[config.mk]
export PLATFORM = sky130hd
export DESIGN_NAME = sensor_scan_seq
export DESIGN_NICKNAME = d
export VERILOG_FILES = /design/src/rtl/ssq_pkg.sv /design/src/rtl/ssq_settle_timer.sv /design/src/rtl/ssq_sat_counter.sv /design/src/rtl/ssq_sample_buf.sv /design/src/rtl/sensor_scan_seq.sv
export SDC_FILE = /design/constraint.sdc
export NUM_CORES = 1
export LEC_CHECK = 0
export BUFFER_PORTS_ARGS = -buffer_cell sky130_fd_sc_hd__buf_4
export CAP_MARGIN = 20
export CORE_MARGIN = 2
export CORE_UTILIZATION = 60
export DETAILED_ROUTE_END_ITERATION = 8
export GPL_TIMING_DRIVEN = 0
export HOLD_SLACK_MARGIN = 0.12
export PLACE_DENSITY = 0.84
export SLEW_MARGIN = 20
export SYNTH_ARGS = -nofsm -noshare
export SYNTH_HDL_FRONTEND = slang
export SYNTH_HIERARCHICAL = 1
export SYNTH_SLANG_ARGS = --single-unit
[constraint.sdc]
create_clock -name clk -period 5.6 [get_ports clk]
set_clock_uncertainty 0.2 [all_clocks]
set_input_delay 0.56 -clock clk [delete_from_list [all_inputs] [get_ports clk]]
set_output_delay 0.56 -clock clk [all_outputs]
set_load 0.03 [all_outputs]
[src/rtl/ssq_pkg.sv]
package ssq_pkg;
   localparam int DW = 16;
   localparam int FA_W = 5;

   localparam logic [FA_W-1:0] A_MODE  = 5'h0D;
   localparam logic [FA_W-1:0] A_STAT  = 5'h06;
   localparam logic [FA_W-1:0] A_IDENT = 5'h10;
   localparam logic [FA_W-1:0] A_ANGLE = 5'h0C;

   localparam logic [DW-1:0] V_SWRST  = 16'h0020;
   localparam logic [DW-1:0] V_ANG_ON = 16'h001F;
   localparam logic [DW-1:0] ID_BASIC = 16'h0051;
   localparam logic [DW-1:0] ID_INCL  = 16'h00C1;

   typedef enum logic [2:0] {
      S_ISSUE, S_WAIT, S_STAT_ISSUE, S_STAT_WAIT, S_SETTLE, S_IDLE, S_FAULT
   } st_t;

   typedef enum logic [2:0] {
      OP_RST, OP_IDENT, OP_ANGLE, OP_SCAN, OP_ACC
   } op_t;

   // scan position to register address: accel 1..3, temperature 5, angles 9..11
   function automatic logic [FA_W-1:0] scan_addr(input logic [2:0] k);
      if (k < 3'd3)       return {2'b00, k} + 5'd1;
      else if (k == 3'd3) return 5'h05;
      else                return {2'b00, k} + 5'd5;
   endfunction
endpackage

[src/rtl/ssq_settle_timer.sv]
module ssq_settle_timer #(
   parameter int LIMIT = 2600000
) (
   input  logic clk,
   input  logic rst_n,
   input  logic start,
   output logic done
);
   localparam int CW = (LIMIT < 2) ? 1 : $clog2(LIMIT);

   if (LIMIT < 1) begin : g_bad_limit
      $error("LIMIT must be at least 1");
   end

   logic          running;
   logic [CW-1:0] cnt;

   assign done = running && (cnt == CW'(LIMIT - 1));

   always_ff @(posedge clk) begin
      if (!rst_n) begin
         running <= 1'b0;
         cnt     <= '0;
      end else if (start) begin
         running <= 1'b1;
         cnt     <= '0;
      end else if (running) begin
         if (done) running <= 1'b0;
         else      cnt     <= cnt + 1'b1;
      end
   end


   start_quiet_chk: assert property (@(posedge clk) disable iff (!rst_n)
      (start && LIMIT > 1) |=> !done);
endmodule

[src/rtl/ssq_sat_counter.sv]
module ssq_sat_counter #(
   parameter int W = 8
) (
   input  logic         clk,
   input  logic         rst_n,
   input  logic         inc,
   output logic [W-1:0] count
);
   localparam logic [W-1:0] MAXV = {W{1'b1}};

   if (W < 1) begin : g_bad_w
      $error("W must be at least 1");
   end

   always_ff @(posedge clk) begin
      if (!rst_n)                   count <= '0;
      else if (inc && count != MAXV) count <= count + 1'b1;
   end


   sat_hold_chk: assert property (@(posedge clk) disable iff (!rst_n)
      (count == MAXV) |=> (count == MAXV));

   ovr_mono_chk: assert property (@(posedge clk) disable iff (!rst_n)
      count >= $past(count));
endmodule

[src/rtl/ssq_sample_buf.sv]
module ssq_sample_buf #(
   parameter int NCH = 7,
   parameter int DW  = 16,
   parameter int IW  = 3
) (
   input  logic            clk,
   input  logic            rst_n,
   input  logic            wr_en,
   input  logic [IW-1:0]   wr_idx,
   input  logic [DW-1:0]   wr_data,
   input  logic            pub,
   output logic            sample_valid,
   output logic [NCH*DW-1:0] sample_data
);
   if (NCH > (1 << IW)) begin : g_bad_iw
      $error("IW too narrow for NCH");
   end

   logic signed [DW-1:0] stage [NCH];

   for (genvar k = 0; k < NCH; k++) begin : g_ch
      logic hit;
      assign hit = wr_en && (wr_idx == IW'(k));
      always_ff @(posedge clk) begin
         if (!rst_n) begin
            stage[k]                  <= '0;
            sample_data[k*DW +: DW]   <= '0;
         end else begin
            if (hit) stage[k] <= wr_data;
            if (pub) sample_data[k*DW +: DW] <= hit ? wr_data : stage[k];
         end
      end
   end

   always_ff @(posedge clk) begin
      if (!rst_n) sample_valid <= 1'b0;
      else        sample_valid <= pub;
   end


   valid_pulse_chk: assert property (@(posedge clk) disable iff (!rst_n)
      sample_valid |=> !sample_valid);
endmodule

[src/rtl/sensor_scan_seq.sv]
module sensor_scan_seq
   import ssq_pkg::*;
#(
   parameter int REQ_ADDR_W    = 8,
   parameter int SETTLE_CYCLES = 2600000,
   parameter int OVR_W         = 8,
   parameter int NCH_BASIC     = 4,
   parameter int NCH_FULL      = 7,
   parameter int STAT_W        = 9
) (
   input  logic                     clk,
   input  logic                     rst_n,
   input  logic                     trigger,
   input  logic                     acc_req,
   input  logic                     acc_we,
   input  logic [REQ_ADDR_W-1:0]    acc_addr,
   input  logic [15:0]              acc_wdata,
   input  logic                     xdone,
   input  logic [15:0]              xrdata,
   input  logic                     xrs_err,
   input  logic                     xfail,
   output logic                     xreq,
   output logic                     xwe,
   output logic [4:0]               xaddr,
   output logic [15:0]              xwdata,
   output logic                     seq_idle,
   output logic                     init_done,
   output logic                     variant_incl,
   output logic                     dev_fault,
   output logic                     sample_valid,
   output logic [16*NCH_FULL-1:0]   sample_data,
   output logic                     status_valid,
   output logic [STAT_W-1:0]        status_bits,
   output logic                     acc_done,
   output logic                     acc_err,
   output logic [15:0]              acc_rdata,
   output logic [OVR_W-1:0]         overrun_cnt
);
   localparam int IDX_W = 3;
   localparam logic [REQ_ADDR_W-1:0] MAX_ADDR = REQ_ADDR_W'((1 << FA_W) - 1);

   if (NCH_BASIC >= NCH_FULL || NCH_FULL > 7 || NCH_BASIC < 1) begin : g_bad_nch
      $error("channel counts out of range");
   end
   if (STAT_W > DW || STAT_W < 1) begin : g_bad_stat
      $error("STAT_W out of range");
   end
   if (REQ_ADDR_W < FA_W) begin : g_bad_aw
      $error("REQ_ADDR_W narrower than frame address");
   end

   st_t              state;
   op_t              op;
   logic [IDX_W-1:0] idx;
   logic [DW-1:0]    hold;
   logic [FA_W-1:0]  acc_addr_r;
   logic             acc_we_r;
   logic [DW-1:0]    acc_wd_r;

   logic             resp_ok, resp_fail, settle_done, settle_start;
   logic [DW-1:0]    resp_word;
   logic [IDX_W-1:0] last_idx;
   logic             scan_busy, buf_wr, buf_pub;

   // request fields from the current operation context
   always_comb begin
      xwe    = 1'b0;
      xwdata = '0;
      xaddr  = A_STAT;
      if (state == S_ISSUE) begin
         case (op)
            OP_RST:   begin xaddr = A_MODE;  xwe = 1'b1; xwdata = V_SWRST;  end
            OP_IDENT: begin xaddr = A_IDENT; end
            OP_ANGLE: begin xaddr = A_ANGLE; xwe = 1'b1; xwdata = V_ANG_ON; end
            OP_SCAN:  begin xaddr = scan_addr(idx); end
            OP_ACC:   begin xaddr = acc_addr_r; xwe = acc_we_r; xwdata = acc_wd_r; end
            default:  begin xaddr = A_STAT; end
         endcase
      end
   end

   assign xreq      = (state == S_ISSUE) || (state == S_STAT_ISSUE);
   assign seq_idle  = (state == S_IDLE);
   assign resp_ok   = xdone && !xfail &&
                      (((state == S_WAIT) && !xrs_err) || (state == S_STAT_WAIT));
   assign resp_fail = xdone && xfail && ((state == S_WAIT) || (state == S_STAT_WAIT));
   assign resp_word = (state == S_STAT_WAIT) ? hold : xrdata;
   assign last_idx  = variant_incl ? IDX_W'(NCH_FULL - 1) : IDX_W'(NCH_BASIC - 1);
   assign scan_busy = (op == OP_SCAN) &&
                      (state == S_ISSUE || state == S_WAIT ||
                       state == S_STAT_ISSUE || state == S_STAT_WAIT);
   assign settle_start = resp_ok && (op == OP_RST);
   assign buf_wr    = resp_ok && (op == OP_SCAN);
   assign buf_pub   = buf_wr && (idx == last_idx);

   always_ff @(posedge clk) begin
      if (!rst_n) begin
         state        <= S_ISSUE;
         op           <= OP_RST;
         idx          <= '0;
         hold         <= '0;
         variant_incl <= 1'b0;
         init_done    <= 1'b0;
         dev_fault    <= 1'b0;
         status_valid <= 1'b0;
         status_bits  <= '0;
         acc_done     <= 1'b0;
         acc_err      <= 1'b0;
         acc_rdata    <= '0;
         acc_addr_r   <= '0;
         acc_we_r     <= 1'b0;
         acc_wd_r     <= '0;
      end else begin
         status_valid <= 1'b0;
         acc_done     <= 1'b0;
         acc_err      <= 1'b0;
         case (state)
            S_ISSUE:      state <= S_WAIT;
            S_STAT_ISSUE: state <= S_STAT_WAIT;
            S_WAIT: begin
               if (xdone && !xfail && xrs_err) begin
                  hold  <= xrdata;
                  state <= S_STAT_ISSUE;
               end
            end
            S_STAT_WAIT: begin
               if (xdone && !xfail) begin
                  status_bits  <= xrdata[STAT_W-1:0];
                  status_valid <= 1'b1;
               end
            end
            S_SETTLE: begin
               if (settle_done) begin
                  op    <= OP_IDENT;
                  state <= S_ISSUE;
               end
            end
            S_IDLE: begin
               if (trigger) begin
                  op    <= OP_SCAN;
                  idx   <= '0;
                  state <= S_ISSUE;
               end else if (acc_req) begin
                  if (acc_addr > MAX_ADDR) begin
                     acc_done <= 1'b1;
                     acc_err  <= 1'b1;
                  end else begin
                     acc_addr_r <= acc_addr[FA_W-1:0];
                     acc_we_r   <= acc_we;
                     acc_wd_r   <= acc_wdata;
                     op         <= OP_ACC;
                     state      <= S_ISSUE;
                  end
               end
            end
            default: state <= state;
         endcase

         if (resp_ok) begin
            case (op)
               OP_RST: state <= S_SETTLE;
               OP_IDENT: begin
                  if (resp_word == ID_BASIC) begin
                     variant_incl <= 1'b0;
                     init_done    <= 1'b1;
                     state        <= S_IDLE;
                  end else if (resp_word == ID_INCL) begin
                     variant_incl <= 1'b1;
                     op           <= OP_ANGLE;
                     state        <= S_ISSUE;
                  end else begin
                     dev_fault <= 1'b1;
                     state     <= S_FAULT;
                  end
               end
               OP_ANGLE: begin
                  init_done <= 1'b1;
                  state     <= S_IDLE;
               end
               OP_SCAN: begin
                  if (idx == last_idx) state <= S_IDLE;
                  else begin
                     idx   <= idx + 1'b1;
                     state <= S_ISSUE;
                  end
               end
               OP_ACC: begin
                  acc_done  <= 1'b1;
                  acc_rdata <= resp_word;
                  state     <= S_IDLE;
               end
               default: state <= S_FAULT;
            endcase
         end

         if (resp_fail) begin
            case (op)
               OP_SCAN: state <= S_IDLE;
               OP_ACC: begin
                  acc_done <= 1'b1;
                  acc_err  <= 1'b1;
                  state    <= S_IDLE;
               end
               default: begin
                  dev_fault <= 1'b1;
                  state     <= S_FAULT;
               end
            endcase
         end
      end
   end

   ssq_settle_timer #(.LIMIT(SETTLE_CYCLES)) u_settle (
      .clk   (clk),
      .rst_n (rst_n),
      .start (settle_start),
      .done  (settle_done)
   );

   ssq_sat_counter #(.W(OVR_W)) u_ovr (
      .clk   (clk),
      .rst_n (rst_n),
      .inc   (trigger && scan_busy),
      .count (overrun_cnt)
   );

   ssq_sample_buf #(.NCH(NCH_FULL), .DW(DW), .IW(IDX_W)) u_buf (
      .clk          (clk),
      .rst_n        (rst_n),
      .wr_en        (buf_wr),
      .wr_idx       (idx),
      .wr_data      (resp_word),
      .pub          (buf_pub),
      .sample_valid (sample_valid),
      .sample_data  (sample_data)
   );


   req_pulse_chk: assert property (@(posedge clk) disable iff (!rst_n)
      xreq |=> !xreq);

   valid_init_chk: assert property (@(posedge clk) disable iff (!rst_n)
      sample_valid |-> init_done);

   stat_follow_chk: assert property (@(posedge clk) disable iff (!rst_n)
      (state == S_STAT_ISSUE) |-> $past(xdone && xrs_err && !xfail));

   reject_chk: assert property (@(posedge clk) disable iff (!rst_n)
      (seq_idle && !trigger && acc_req && acc_addr > MAX_ADDR)
      |=> (acc_done && acc_err && !xreq));

   fault_quiet_chk: assert property (@(posedge clk) disable iff (!rst_n)
      dev_fault |-> (!xreq && !sample_valid && !init_done));
endmodule

==> flow_summary.toml <==
[drt]
first_iter_violations = 1338
post-route-drc-count = 0
ant_nets = 0
vias_per_cell = 6.168
wl_per_cell_microns = 19.93
num_vias = 12760
drt_first_pass_iters = 6
drt_wl_total_mm = 41.23

[placement]
dp_hpwl_mm = 28.35
portBuffers = 223
dp.cells = 1996
placed_area_sq_um = 15730
pre_cts_ws_ns = 2.120
gp_congestion = 0.9329

[setup_path]
cp.required_ns = 5.77
end_kind = "flop"
cp-startpoint = "idx[0]$_SDFF_PN0_"
endpoint = "u_buf/sample_data[36]$_SDFFE_PN0P_"
path_max_fanout = 16
critical_path_class = "flop to flop"
r2r-end = "u_buf/sample_data[36]$_SDFFE_PN0P_"
regToRegSetupSlack_ns = 2.15
start_kind = "flop"
cp_data_arrival_time_ns = 3.62
ff2ff_path_depth = 8
r2r-start = "idx[0]$_SDFF_PN0_"

[floorplanning]
row_count = 55
start_util = 0.6088
core_area_sq_um = 22500
dieHeight_microns = 155.1
die_w_microns = 155.1
die_area_sq_um = 24060
ios = 224

[sta]
maxSlewViolCount = 0
fin_crit_sh = 0.6160
period_needed_ns = 3.450
hold_viol = 0
fmax_ghz = 0.2899
setup_ws_ns = 2.150
tns_ns = 0
rsz0062_at_grt = "false"
setup-violations-final = 0
tightest_slew_ns = 0.8214
fin_hold_ws_ns = 0.1217
relSlewSlack = 0.4512

[finish]
syn2layout_area_growth_pct = 24.49
nets = 1812
final_area_sq_um = 17050
drive_gt1_frac = 0.1964
fillCellCount = 1580
fin_util = 0.7579
instances_no_fill = 2069

[clocking]
numCtsBuffers = 34
cts.htree.levels = 2
clockRootBuffer = "clkbuf_16"
clkTransAtPathRegs_ns = 0.06
ctsResizeCount = 0
cts_tree = "built"
clockBufferDepth = 3
insertion_delay_ns = 0.52
cts_setup_buffers = 0
cts.sink_count = 334

[grt]
grt_usage = 0.3299
grt_pass1_vias = 12220
grt_pass1_wl_mm = 63.60
grt.overflow.total = 0
grt_antenna_before_repair = 0
grt_max_degree = 25

[pwr]
power.density_nw_per_um2 = 319.2
power_mw = 5.444
ir_drop_v = 0.0002441
cellLeakagePower_nw = 7.536

[synthesis]
synth_nets = 1541
synth-main-ff-cell = "dfxtp_1"
postSynthAreaPerCell_sq_um = 9.207
ys_ff_latch = 334
ys_types = 77
netlist_area_sq_um = 13700
synth_edf_count = 0
async_flop_share = 0
yosysWarnings = 6
syn_inst = 1488
yosysSeqAreaShare = 0.4881

[min_path]
hold_path.class = "input pin to flop"
hold_start = "acc_addr[0]"

[run]
max_cap_viol_count = 0

[run_status]
status = "finished, final reports clean"
routing by layer:
layer,track usage,part of all wire,up-vias
li1,-,-,5873
met1,0.4027,0.39,6007
met2,0.5505,0.46,712
met3,0.07409,0.092,170
met4,0.1653,0.050,0
met5,0,0,-
synthesized netlist by cell type (18+ instances only):
master	n	area, sq um
nor2b_1	45	281.5
inv_1	109	409.1
a21boi_0	20	150.1
a21oi_1	121	605.6
dfxtp_1	334	6686
nand2_1	93	349.1
and3b_1	34	297.8
buf_2	23	115.1
and3_1	21	131.4
nor3b_1	19	142.6
nor2_1	34	127.6
a31oi_1	20	125.1
mux2i_1	47	470.5
o21ai_0	141	705.7
clkbuf_1	79	296.5
a32oi_1	95	832.1
a22o_1	18	157.7
mux2_2	18	202.7
nand3_1	21	105.1
sequential cells by signal (all words and copies together) (netlist names):
register            cells
acc_we_r                1
u_settle/running        1
u_ovr/count             8
init_done               1
status_bits             9
acc_rdata              16
op                      3
hold                   16
dev_fault               1
acc_err                 1
acc_wd_r               16
u_settle/cnt           22
u_buf/sample_valid      1
u_buf/stage           112
acc_addr_r              5
acc_done                1
idx                     3
state                   3
variant_incl            1
u_buf/sample_data     112
status_valid            1
how the worst min path moves through the flow:
stage | endpoint | depth (start not counted)
after global routing | acc_wd_r[5]$_SDFFE_PN0P_ | 3
after CTS | hold[14]$_SDFFE_PN0P_ | 3
after floorplan | acc_wd_r[10]$_SDFFE_PN0P_ | 2
after global placement | acc_wd_r[11]$_SDFFE_PN0P_ | 2
final | acc_addr_r[0]$_SDFFE_PN0P_ | 3
after detailed placement | acc_wd_r[9]$_SDFFE_PN0P_ | 2
worst max-delay path, cell delays in order, from the launching register on:
cell and delay [ns]:
dfxtp_1 0.69, nor3b_1 0.25, o21ai_1 0.14, nor3_1 0.17, clkbuf_1 0.51, buf_2 0.40
buf_2 0.35, clkbuf_1 0.44, a21oi_1 0.15
where the power goes:
part | switching [mW] | leakage (nW) | internal, mW | total, mW
combinational | 0.394 | 4.26 | 0.219 | 0.613
clock | 0.926 | 0.586 | 1.49 | 2.42
sequential | 0.0134 | 2.69 | 2.40 | 2.41
cells by family after synthesis:
logic type / after synthesis / synth area share
compound gates: 462 / 0.2161
xor+xnor: 14 / 0.008951
fa+ha+maj: 5 / 0.004567
buf+inv: 230 / 0.06822
flops: 334 / 0.4881
mux: 65 / 0.04914
simple gates: 378 / 0.1649
what timing repair did:
item,CTS,global route
endpoints found under the setup margin,0,0
hold buffers,12,0
endpoints found under the hold margin,12,0
area by class of cell:
class | instances | area, sq um | share of cell area
flip-flops and latches | 334 | 6686 | 0.3921
multi-input cells | 924 | 6078 | 0.3564
repair buffers | 235 | 1794 | 0.1052
clock buffers | 50 | 1022 | 0.05994
plain buffers | 121 | 525.5 | 0.03081
inverters | 109 | 409.1 | 0.02399
well taps | 285 | 356.6 | 0.02091
clock inverters | 9 | 176.4 | 0.01034
diodes | 2 | 5.005 | 0.0002935
layout by cell type (no fill, tap or decap), drive strengths merged, types with 6 or more instances in the layout:
cell	Yosys	final
dfxtp	334	334
buf	41	264
o21ai	147	147
clkbuf	80	130
a21oi	125	125
inv	109	110
a32oi	95	95
nand2	93	93
mux2i	47	47
nor2b	45	45
nor2	38	38
and3b	34	34
a21boi	27	27
nand3	22	22
and3	21	21
a31oi	20	20
nor3b	20	20
mux2	18	18
a22o	18	18
and2	18	18
nor4	13	13
dlygate4sd3	0	12
nor3	11	11
xnor2	9	9
nand4	8	8
nand2b	7	7
nand4b	6	6
or4	6	6
or3	6	6
o31ai	6	6
Note: power is estimated with default switching activity, not from simulation.
